==> src/rtl/dstk_pkg.sv <==
package dstk_pkg;
    localparam int PTR_W  = 8;
    localparam int ADDR_W = 16;
    localparam int NIB_W  = 4;
    localparam int PC_W   = 16;
    localparam int VEC_W  = 6;
    localparam int NIBS   = PC_W / NIB_W;
    localparam int CNT_W  = $clog2(NIBS);
    localparam logic [PC_W-1:0] VEC_BASE = 16'h0100;

    typedef enum logic [2:0] {
        OP_NONE     = 3'd0,
        OP_PUSH_PC  = 3'd1,
        OP_PUSH_REG = 3'd2,
        OP_POP_REG  = 3'd3,
        OP_RET      = 3'd4,
        OP_SWI      = 3'd5,
        OP_LD_SP1   = 3'd6,
        OP_LD_SP2   = 3'd7
    } dstk_op_e;

    typedef enum logic [2:0] {
        ST_IDLE, ST_WPC, ST_RPC, ST_WREG, ST_RREG
    } dstk_st_e;

    typedef enum logic [1:0] {
        PTR_HOLD, PTR_DEC, PTR_INC, PTR_LOAD
    } ptr_act_e;

    function automatic logic [ADDR_W-1:0] slot_addr(input logic [PTR_W-1:0] sp,
                                                   input logic [CNT_W-1:0] k);
        return ADDR_W'({sp, k});
    endfunction
endpackage

==> src/rtl/dstk_ptr.sv <==
module dstk_ptr
    import dstk_pkg::*;
#(
    parameter int W = PTR_W
) (
    input  logic         clk,
    input  logic         rst,
    input  ptr_act_e     act,
    input  logic [W-1:0] ld_val,
    output logic [W-1:0] val,
    output logic         loaded
);
    always_ff @(posedge clk) begin
        if (rst) begin
            val    <= '0;
            loaded <= 1'b0;
        end else begin
            case (act)
                PTR_DEC:  val <= val - 1'b1;
                PTR_INC:  val <= val + 1'b1;
                PTR_LOAD: begin
                    val    <= ld_val;
                    loaded <= 1'b1;
                end
                default: ;
            endcase
        end
    end
endmodule

==> src/rtl/dstk_gate.sv <==
module dstk_gate (
    input  logic clk,
    input  logic rst,
    input  logic ld1,
    input  logic ld2,
    input  logic ok1,
    input  logic ok2,
    output logic irq_en
);
    logic pend1, pend2;

    always_ff @(posedge clk) begin
        if (rst) begin
            pend1 <= 1'b0;
            pend2 <= 1'b0;
        end else if (ld1) begin
            if (pend2) pend2 <= 1'b0;
            else       pend1 <= 1'b1;
        end else if (ld2) begin
            if (pend1) pend1 <= 1'b0;
            else       pend2 <= 1'b1;
        end
    end

    assign irq_en = ok1 & ok2 & ~pend1 & ~pend2;
endmodule

==> src/rtl/dstk_seq.sv <==
module dstk_seq
    import dstk_pkg::*;
(
    input  logic              clk,
    input  logic              rst,
    input  logic              op_valid,
    input  dstk_op_e          op,
    input  logic [PC_W-1:0]   save_pc,
    input  logic [NIB_W-1:0]  save_reg,
    input  logic [VEC_W-1:0]  vec,
    input  logic [NIB_W-1:0]  mem_rdata,
    input  logic [PTR_W-1:0]  sp1,
    input  logic [PTR_W-1:0]  sp2,
    output ptr_act_e          sp1_act,
    output ptr_act_e          sp2_act,
    output logic              ld1,
    output logic              ld2,
    output logic [ADDR_W-1:0] mem_addr,
    output logic [NIB_W-1:0]  mem_wdata,
    output logic              mem_we,
    output logic              busy,
    output logic              done,
    output logic              pc_valid,
    output logic [PC_W-1:0]   pc_out,
    output logic              reg_valid,
    output logic [NIB_W-1:0]  reg_out
);
    dstk_st_e          st;
    logic [CNT_W-1:0]  cnt;
    logic [PC_W-1:0]   pc_buf;
    logic [PC_W-1:0]   rd_acc;
    logic [NIB_W-1:0]  reg_buf;
    logic [VEC_W-1:0]  vec_q;
    logic              is_swi;
    logic              accept;
    logic              last;

    assign accept = op_valid && (st == ST_IDLE);
    assign last   = (cnt == CNT_W'(NIBS - 1));
    assign busy   = (st != ST_IDLE);

    always_comb begin
        sp1_act   = PTR_HOLD;
        sp2_act   = PTR_HOLD;
        ld1       = 1'b0;
        ld2       = 1'b0;
        mem_addr  = '0;
        mem_wdata = '0;
        mem_we    = 1'b0;
        done      = 1'b0;
        pc_valid  = 1'b0;
        pc_out    = '0;
        reg_valid = 1'b0;
        reg_out   = '0;
        if (accept) begin
            case (op)
                OP_PUSH_PC:  sp1_act = PTR_DEC;
                OP_PUSH_REG: sp2_act = PTR_DEC;
                OP_SWI: begin
                    sp1_act = PTR_DEC;
                    sp2_act = PTR_DEC;
                end
                OP_LD_SP1: begin
                    sp1_act = PTR_LOAD;
                    ld1     = 1'b1;
                end
                OP_LD_SP2: begin
                    sp2_act = PTR_LOAD;
                    ld2     = 1'b1;
                end
                default: ;
            endcase
        end
        case (st)
            ST_WPC: begin
                mem_we    = 1'b1;
                mem_addr  = slot_addr(sp1, cnt);
                mem_wdata = pc_buf[int'(cnt)*NIB_W +: NIB_W];
                done      = last;
                pc_valid  = last && is_swi;
                pc_out    = VEC_BASE | PC_W'(vec_q);
            end
            ST_RPC: begin
                mem_addr = slot_addr(sp1, cnt);
                done     = last;
                pc_valid = last;
                pc_out   = {mem_rdata, rd_acc[PC_W-1:NIB_W]};
                if (last) sp1_act = PTR_INC;
            end
            ST_WREG: begin
                mem_we    = 1'b1;
                mem_addr  = ADDR_W'(sp2);
                mem_wdata = reg_buf;
                done      = !is_swi;
            end
            ST_RREG: begin
                mem_addr  = ADDR_W'(sp2);
                reg_valid = 1'b1;
                reg_out   = mem_rdata;
                done      = 1'b1;
                sp2_act   = PTR_INC;
            end
            default: ;
        endcase
    end

    always_ff @(posedge clk) begin
        if (rst) begin
            st      <= ST_IDLE;
            cnt     <= '0;
            pc_buf  <= '0;
            rd_acc  <= '0;
            reg_buf <= '0;
            vec_q   <= '0;
            is_swi  <= 1'b0;
        end else begin
            case (st)
                ST_IDLE: if (accept) begin
                    cnt    <= '0;
                    is_swi <= (op == OP_SWI);
                    case (op)
                        OP_PUSH_PC: begin
                            pc_buf <= save_pc;
                            st     <= ST_WPC;
                        end
                        OP_PUSH_REG: begin
                            reg_buf <= save_reg;
                            st      <= ST_WREG;
                        end
                        OP_POP_REG: st <= ST_RREG;
                        OP_RET:     st <= ST_RPC;
                        OP_SWI: begin
                            pc_buf  <= save_pc;
                            reg_buf <= save_reg;
                            vec_q   <= vec;
                            st      <= ST_WREG;
                        end
                        default: ;
                    endcase
                end
                ST_WPC: begin
                    cnt <= cnt + 1'b1;
                    if (last) st <= ST_IDLE;
                end
                ST_RPC: begin
                    cnt    <= cnt + 1'b1;
                    rd_acc <= {mem_rdata, rd_acc[PC_W-1:NIB_W]};
                    if (last) st <= ST_IDLE;
                end
                ST_WREG: st <= is_swi ? ST_WPC : ST_IDLE;
                ST_RREG: st <= ST_IDLE;
                default: st <= ST_IDLE;
            endcase
        end
    end
endmodule

==> src/rtl/dstk_agen.sv <==
module dstk_agen
    import dstk_pkg::*;
(
    input  logic              clk,
    input  logic              rst,
    input  logic              op_valid,
    input  logic [2:0]        op_code,
    input  logic [PC_W-1:0]   save_pc,
    input  logic [NIB_W-1:0]  save_reg,
    input  logic [VEC_W-1:0]  swi_vec,
    input  logic [PTR_W-1:0]  ba_in,
    input  logic [NIB_W-1:0]  mem_rdata,
    output logic [ADDR_W-1:0] mem_addr,
    output logic [NIB_W-1:0]  mem_wdata,
    output logic              mem_we,
    output logic              busy,
    output logic              done,
    output logic              pc_valid,
    output logic [PC_W-1:0]   pc_out,
    output logic              reg_valid,
    output logic [NIB_W-1:0]  reg_out,
    output logic [PTR_W-1:0]  sp1_out,
    output logic [PTR_W-1:0]  sp2_out,
    output logic              irq_enable
);
    ptr_act_e sp1_act, sp2_act;
    logic     ld1, ld2, ok1, ok2;

    dstk_seq u_seq (
        .clk(clk), .rst(rst), .op_valid(op_valid), .op(dstk_op_e'(op_code)),
        .save_pc(save_pc), .save_reg(save_reg), .vec(swi_vec),
        .mem_rdata(mem_rdata), .sp1(sp1_out), .sp2(sp2_out),
        .sp1_act(sp1_act), .sp2_act(sp2_act), .ld1(ld1), .ld2(ld2),
        .mem_addr(mem_addr), .mem_wdata(mem_wdata), .mem_we(mem_we),
        .busy(busy), .done(done), .pc_valid(pc_valid), .pc_out(pc_out),
        .reg_valid(reg_valid), .reg_out(reg_out)
    );

    dstk_ptr #(.W(PTR_W)) u_sp1 (
        .clk(clk), .rst(rst), .act(sp1_act), .ld_val(ba_in),
        .val(sp1_out), .loaded(ok1)
    );

    dstk_ptr #(.W(PTR_W)) u_sp2 (
        .clk(clk), .rst(rst), .act(sp2_act), .ld_val(ba_in),
        .val(sp2_out), .loaded(ok2)
    );

    dstk_gate u_gate (
        .clk(clk), .rst(rst), .ld1(ld1), .ld2(ld2),
        .ok1(ok1), .ok2(ok2), .irq_en(irq_enable)
    );
endmodule

==> config.mk <==
export PLATFORM = sky130hd
export DESIGN_NAME = dstk_agen
export DESIGN_NICKNAME = d
export VERILOG_FILES = /design/src/rtl/dstk_pkg.sv /design/src/rtl/dstk_ptr.sv /design/src/rtl/dstk_gate.sv /design/src/rtl/dstk_seq.sv /design/src/rtl/dstk_agen.sv
export SDC_FILE = /design/constraint.sdc
export NUM_CORES = 1
export LEC_CHECK = 0
export BUFFER_PORTS_ARGS = -buffer_cell sky130_fd_sc_hd__buf_2
export CELL_PAD_IN_SITES_DETAIL_PLACEMENT = 0
export CELL_PAD_IN_SITES_GLOBAL_PLACEMENT = 1
export CORE_AREA = 3 3 100 102
export CTS_BUF_LIST = sky130_fd_sc_hd__clkbuf_4 sky130_fd_sc_hd__clkbuf_8
export DETAILED_ROUTE_END_ITERATION = 8
export DIE_AREA = 0 0 103 105
export PLACE_DENSITY_LB_ADDON = 0.08
export SYNTH_ARGS = -nofsm -noshare
export SYNTH_HDL_FRONTEND = slang
export SYNTH_SLANG_ARGS = --single-unit
==> constraint.sdc <==
create_clock -name clk -period 5.25 [get_ports clk]
set_clock_uncertainty 0.1 [all_clocks]
set_input_delay 0.2625 -clock clk [delete_from_list [all_inputs] [get_ports clk]]
set_output_delay 0.2625 -clock clk [all_outputs]
set_load 0.01 [all_outputs]
==> impl_results.md, run 1 <==
* Row Count at 35
* Mapped Avg Cell Area at between 7 and 8 sq um
* Largest family of logic cells by synthesized area: simple AND/OR/NAND/NOR gates
* I/O Buffers at a little under 100
* Hold Path Class: input pin to register
* Mapped Cells at 500
* Post-route setup TNS at 0 ps
* R2R Path End: u_sp2.val[7]$_SDFFE_PP0P_
* Top_reg_cell synth: dfxtp_1
* Chip height at about 110 microns
* R2R Path Start: u_seq.st[2]$_SDFFE_PP0P_
* DR WL/cell at 15.75 microns
* Final hold violation count at 0
* Final wirelength at approximately 11000 microns
* Buffers from clock root to sink, at most at 2
* N_diodes at 0
* Hold Startpoint: save_pc[13]
* Post-Synth Adder-Cell Area at roughly 5.6%
* Post-CTS Hold Fix Bufs at 0
* Antenna Violating Nets Remaining at 0
* Die area at between 10000 and 15000 sq um
* Status: finished clean
* Die Wd at slightly above 100 microns
* I/O pin cnt at 106
* Clk_lat worst skew at ~350 ps
* FMAX at between 300 and 400 MHz
* PD cells at 293.4 nW/um^2
* Worst Path Arrival at 3480 ps
* Post-CTS setup buffers at 0
* Final net count at around 640
* Vias in the first global route at around 3600
* CTS resizes at 0
* RSZ-0062 raised after global routing: no
* Post-synth ARST share at 0%
* Yosys top cell area share at between 30% and 40%
* Via density at 5.338
* Initial Util at between 40% and 50%
* Simple-gate share of the synthesized area at between 20% and 30%
* EDFF count, synth at 0
* DR pass1 iterations at 6
* Yosys warns at 0
* Largest cells by area after synthesis: dfxtp_1 (34%), nand2_1 (9.5%), a21oi_1 (7.9%)
* Initial antenna violation count at 0
* Synth Area in XOR/XNOR at under 10%
* Slew Viols, Final at 0
* Period minus WS final at about 3300 ps
* Mux cell area share after synthesis at 6.381%
* Compound-Gate Fraction of Synth Area at 22.15%
* GPL Wtd Cong at a little over 0.8
* Setup crit start kind: register
* Placeable Area at a little over 9000 sq um
* CP Class: register to register
* Top cells by count, synth: nand2_1 (97), dfxtp_1 (64), a21oi_1 (60)
* Lkg Pwr at roughly 0.0020 uW
* Gr ovfl total at 0
* CTS tree: built
* Layout cells sized above 1 at a little under a quarter
* CP max FO at 26
* Worst hold path endpoint: u_seq.pc_buf[13]$_SDFFE_PP0P_
* Remaining DRCs at 0
* Tcrit/Tclk final at between 60% and 70%
* First-pass GRT wire length at 17760 microns
* Total CTS buffers at 9
* Synth area leader: dfxtp_1
* FF+latch count, synth at 64
* Required time worst endpoint at ~5400 ps
* Hold path cells at 3
* Layout Cells excl Fill at slightly below 700
* Critical path endpoint category: register
* R2r setup slk at around 1900 ps
* Sequential area share after synthesis at ~34%
* Max-cap violations at 0
* Post-synth cell types at 62
* Final Setup Violations at 0
* Via count at roughly 3700
* Sink Count at 64
* DRT iter0 DRCs at 171
* Slew headroom at between 30 and 40%
* # fillers at about 930
* Synth Cell Area at between 3000 and 4000 sq um
* Cell total after placement at about 680
* Clock Tree Root: clkbuf_8
* Total track usage at between 20% and 30%
* Peak supply drop at 0.0002127 V
* Worst r2r path cells at 7
* Clock transition at the registers of the reported paths at ~80 ps
* Hpwl dp at between 8000 and 9000 microns
* H-tree Lvls at 3
* Largest net degree at the start of global routing at 39
* Top-count cell post-synth: nand2_1
* Worst slew pin tran at 961.8 ps
* P&R area growth vs syn at 19.04%
-- metrics by stage --
step	area, sq um	hold slack [ps]	util [%]	setup WS, ps	total power (uW)
after CTS	4552	35.02	49.50	1959	1347
final	4552	50.41	49.50	1919	1335
after floorplan	3842	298.5	-	2695	765.9
after detailed placement	4323	348.0	47.01	1963	850.5
after global placement	4323	339.9	47.01	2019	846.8
after global routing	4552	45.40	49.50	1595	1406
-- worst max-delay path by stage --
stage,from,end,slack [ps],cells past startpoint
floorplan,u_seq.st[1]$_SDFFE_PP0P_,u_sp1.val[4]$_SDFFE_PP0P_,2690,7
global placement,u_seq.st[1]$_SDFFE_PP0P_,u_sp1.val[4]$_SDFFE_PP0P_,2020,8
detailed placement,u_seq.st[2]$_SDFFE_PP0P_,u_sp2.val[6]$_SDFFE_PP0P_,1960,7
CTS,u_seq.st[2]$_SDFFE_PP0P_,u_sp2.val[7]$_SDFFE_PP0P_,1960,7
global route,u_seq.st[2]$_SDFFE_PP0P_,u_sp2.val[7]$_SDFFE_PP0P_,1590,7
finish,u_seq.st[2]$_SDFFE_PP0P_,u_sp2.val[7]$_SDFFE_PP0P_,1920,7
-- cells in the final DEF, fill, tap and decap left out, types with 7 or more instances in the layout --
cell | netlist | layout
buf_2 | 4 | 99
nand2_1 | 97 | 97
dfxtp_1 | 64 | 64
a21oi_1 | 60 | 60
nor2_1 | 40 | 40
o21ai_0 | 19 | 19
inv_1 | 17 | 17
a22oi_1 | 17 | 17
ha_1 | 14 | 14
mux2i_1 | 12 | 12
nand3_1 | 12 | 12
clkbuf_8 | 0 | 10
and2_1 | 7 | 7
or3_1 | 7 | 7
-- cells by family (layout without fill, tap and decap cells) --
kind of cell,after synthesis,count (layout)
DFF,64,64
and+or+nand+nor,199,199
AOI/OAI and AO/OA,137,137
xor gates and xnor gates,7,7
adders and majority gates,16,16
other,1,6
muxes,19,19
buffers and inverters,57,136
-- sequential cells by signal, indices dropped and copies added, names as in the netlist --
register       cells
u_seq.rd_acc      12
u_gate.pend2       1
u_seq.st           3
u_sp1.loaded       1
u_seq.is_swi       1
u_seq.cnt          2
u_sp1.val          8
u_seq.vec_q        6
u_seq.pc_buf      16
u_gate.pend1       1
u_sp2.loaded       1
u_sp2.val          8
u_seq.reg_buf      4
-- cell type report --
cell class,count,area (sq um),share of cell area [%]
clock buffer,10,137.6,3.024
inverter,18,67.56,1.484
multi-input combinational,384,2317,50.91
clock inverter,6,91.34,2.007
timing repair buffer,102,518.0,11.38
tap,111,138.9,3.051
sequential,64,1281,28.15
-- report_power, final --
group          total, uW  internal [uW]  leakage, uW  switching, uW
clock                495            282     0.000105            213
combinational        286            128      0.00140            158
sequential           554            511     0.000520           42.3
-- per-layer routing --
metal / GRT usage, % / vias to the layer above / share of wire [%]
met2: 33.64 / 88 / 48
met3: 4.406 / 7 / 4.9
met1: 26.70 / 1709 / 46
met4: 5.920 / 0 / 1.2
met5: 0 / - / 0
li1: - / 1906 / -
-- critical path, cell delays in order, from the launching register on --
cell     delay, ps
dfxtp_1        960
nand2_1        570
ha_1           530
a21oi_1        150
o21ai_0        160
o21a_1         250
o211a_1        200
o41ai_1        290
No activity file was read; power rests on OpenSTA's default activity.
==> run 2: changes to the inputs <==
CORE_AREA = 3 3 104 106   (was 3 3 100 102)
DIE_AREA = 0 0 107 109   (was 0 0 103 105)
clock period = 3.1 ns   (was 5.25 ns; I/O delays follow)
==> impl_results.md, run 2 (synthesized netlist as in run 1, its figures left out) <==
* Reg power frac at roughly two fifths
* DRT iter0 DRCs at ~160
* Tot Pwr at 2288 uW
* Total net switching power at 717.0 uW
* Tcrit/Tclk final at 87.25%
* GPL Wtd Cong at 0.8281
* FMAX at approximately 370 MHz
* Initial antenna violation count at 0
* Final wirelength at approximately 12000 microns
* Total CTS buffers at 9
* Total track usage at a little over 20%
* Placeable Area at a little under 10000 sq um
* CP max FO at 10
* I/O Buffers at 99
* Buffers from clock root to sink, at most at 2
* DR pass1 iterations at 4
* Post-CTS Hold Fix Bufs at 31
* Worst Path Arrival at 2880 ps
* Worst slew pin tran at between 600 and 700 ps
* Most flop-heavy register: u_seq.pc_buf
* R2R Path Start: u_seq.cnt[0]$_SDFFE_PP0P_
* Row Count at 36
* First-pass GRT wire length at 18980 microns
* Most common cell after layout, fill and taps aside: buf_2
* Final hold violation count at 0
* Die Wd at 107 microns
* Hold Path Class: input pin to register
* Post-CTS setup buffers at 0
* Max-cap violations at 0
* Largest net degree at the start of global routing at 58
* Sw Ratio at about a third
* Lkg Pwr at roughly 0.0022 uW
* Clock share of power at 36.0%
* Final Setup Violations at 0
* Clock transition at the registers of the reported paths at 80 ps
* Clk_lat worst skew at roughly 350 ps
* Die area at 11660 sq um
* P&R area growth vs syn at 29.78%
* Final net count at 681
* Multi-input gate area at roughly 2300 sq um
* Chip height at around 110 microns
* Sink Count at 64
* Slew headroom at approximately three fifths
* Clock Tree Root: clkbuf_8
* Setup crit start kind: register
* Internal power at roughly 1600 uW
* Layout cells sized above 1 at between 20% and 30%
* Initial Util at roughly two fifths
* CP Class: register to register
* Via density at around 5.2
* I/O pin cnt at about 110
* Critical path endpoint category: register
* Max reg flops at 16
* Comb power frac at 23.6%
* Via count at roughly 4000
* Antenna Violating Nets Remaining at 0
* # fillers at 994
* CTS resizes at 0
* Most frequent cells in the layout: buf_2 (99), nand2_1 (97), dfxtp_1 (64)
* RSZ-0062 raised after global routing: no
* DR WL/cell at roughly 15 microns
* Status: finished clean
* CTS tree: built
* Hold Startpoint: rst
* Largest registers: u_seq.pc_buf x16, u_seq.rd_acc x12
* Required time worst endpoint at approximately 3300 ps
* H-tree Lvls at 3
* Post-route setup TNS at 0 ps
* Gr ovfl total at 0
* Flip-flop and latch area at about 1300 sq um
* Vias in the first global route at between 3000 and 4000
* Period minus WS final at between 2000 and 3000 ps
* Worst Setup SP: u_seq.cnt[0]$_SDFFE_PP0P_
* Slew Viols, Final at 0
* PD cells at 461.1 nW/um^2
* Remaining DRCs at 0
* Hpwl dp at around 8500 microns
* Peak supply drop at around 0.00023 V
* N_diodes at 0
[run 2: cell count changes in the layout (fill, tap and decap cells not counted)]
cell / before / now
clkinv_4: 0 / 1
clkinv_2: 0 / 2
clkinvlp_4: 3 / 1
clkbuf_8: 10 / 9
dlygate4sd3_1: 0 / 31
buf_4: 3 / 14
[run 2: path summary, 6_finish.rpt]
| path | slack [ps] | endpoint | cells after the start |
|---|---|---|---|
| worst max-delay path | 400 | u_sp1.val[4]$_SDFFE_PP0P_ | 7 |
| worst max register to register | 400 | u_sp1.val[4]$_SDFFE_PP0P_ | 7 |
| worst min register to register | 350 | u_seq.rd_acc[5]$_SDFFE_PP0N_ | 2 |
| worst min-delay path | 30 | u_sp1.val[2]$_SDFFE_PP0P_ | 2 |
[run 2: metal layers]
metal / global-route usage, % / vias up / share of wire [%]
li1: - / 1991 / -
met1: 25.97 / 1849 / 46
met2: 34.31 / 107 / 47
met3: 4.263 / 20 / 4.6
met4: 7.854 / 0 / 2.8
met5: 0 / - / 0
[run 2: power groups by stage]
stage,Sequential [uW],Clock (uW),Combinational [uW]
after floorplan,930,0,367
after global placement,943,0,504
after detailed placement,944,0,510
after CTS,925,842,542
after global routing,932,888,606
final,924,823,541
[run 2: worst max-delay path, stage by stage (launching register included)]
cell,delay (ps)
dfxtp_1,590
ha_1,330
nand2_1,270
fa_1,500
a211oi_1,220
nor2_1,80
or3_1,350
a211oi_1,190
[run 2: through the flow]
stage | std cells | hold WS (ps) | setup WS, ps | utilization, % | instance area (sq um)
final | 759 | 29.53 | 395.3 | 50.30 | 4962
after global routing | 759 | 29.79 | 188.1 | 50.30 | 4962
after CTS | 759 | 13.59 | 388.1 | 50.30 | 4962
after detailed placement | 712 | 301.2 | 405.3 | 44.94 | 4433
after global placement | 712 | 291.7 | 435.9 | 44.94 | 4433
after floorplan | 505 | 191.0 | 544.9 | - | 3842
[run 2: final cells by class]
type,count,area share [%]
multi-input combinational,384,46.70
sequential,64,25.82
timing repair buffer,144,18.36
tap,133,3.354
clock buffer,9,2.496
clock inverter,7,1.916
inverter,18,1.362
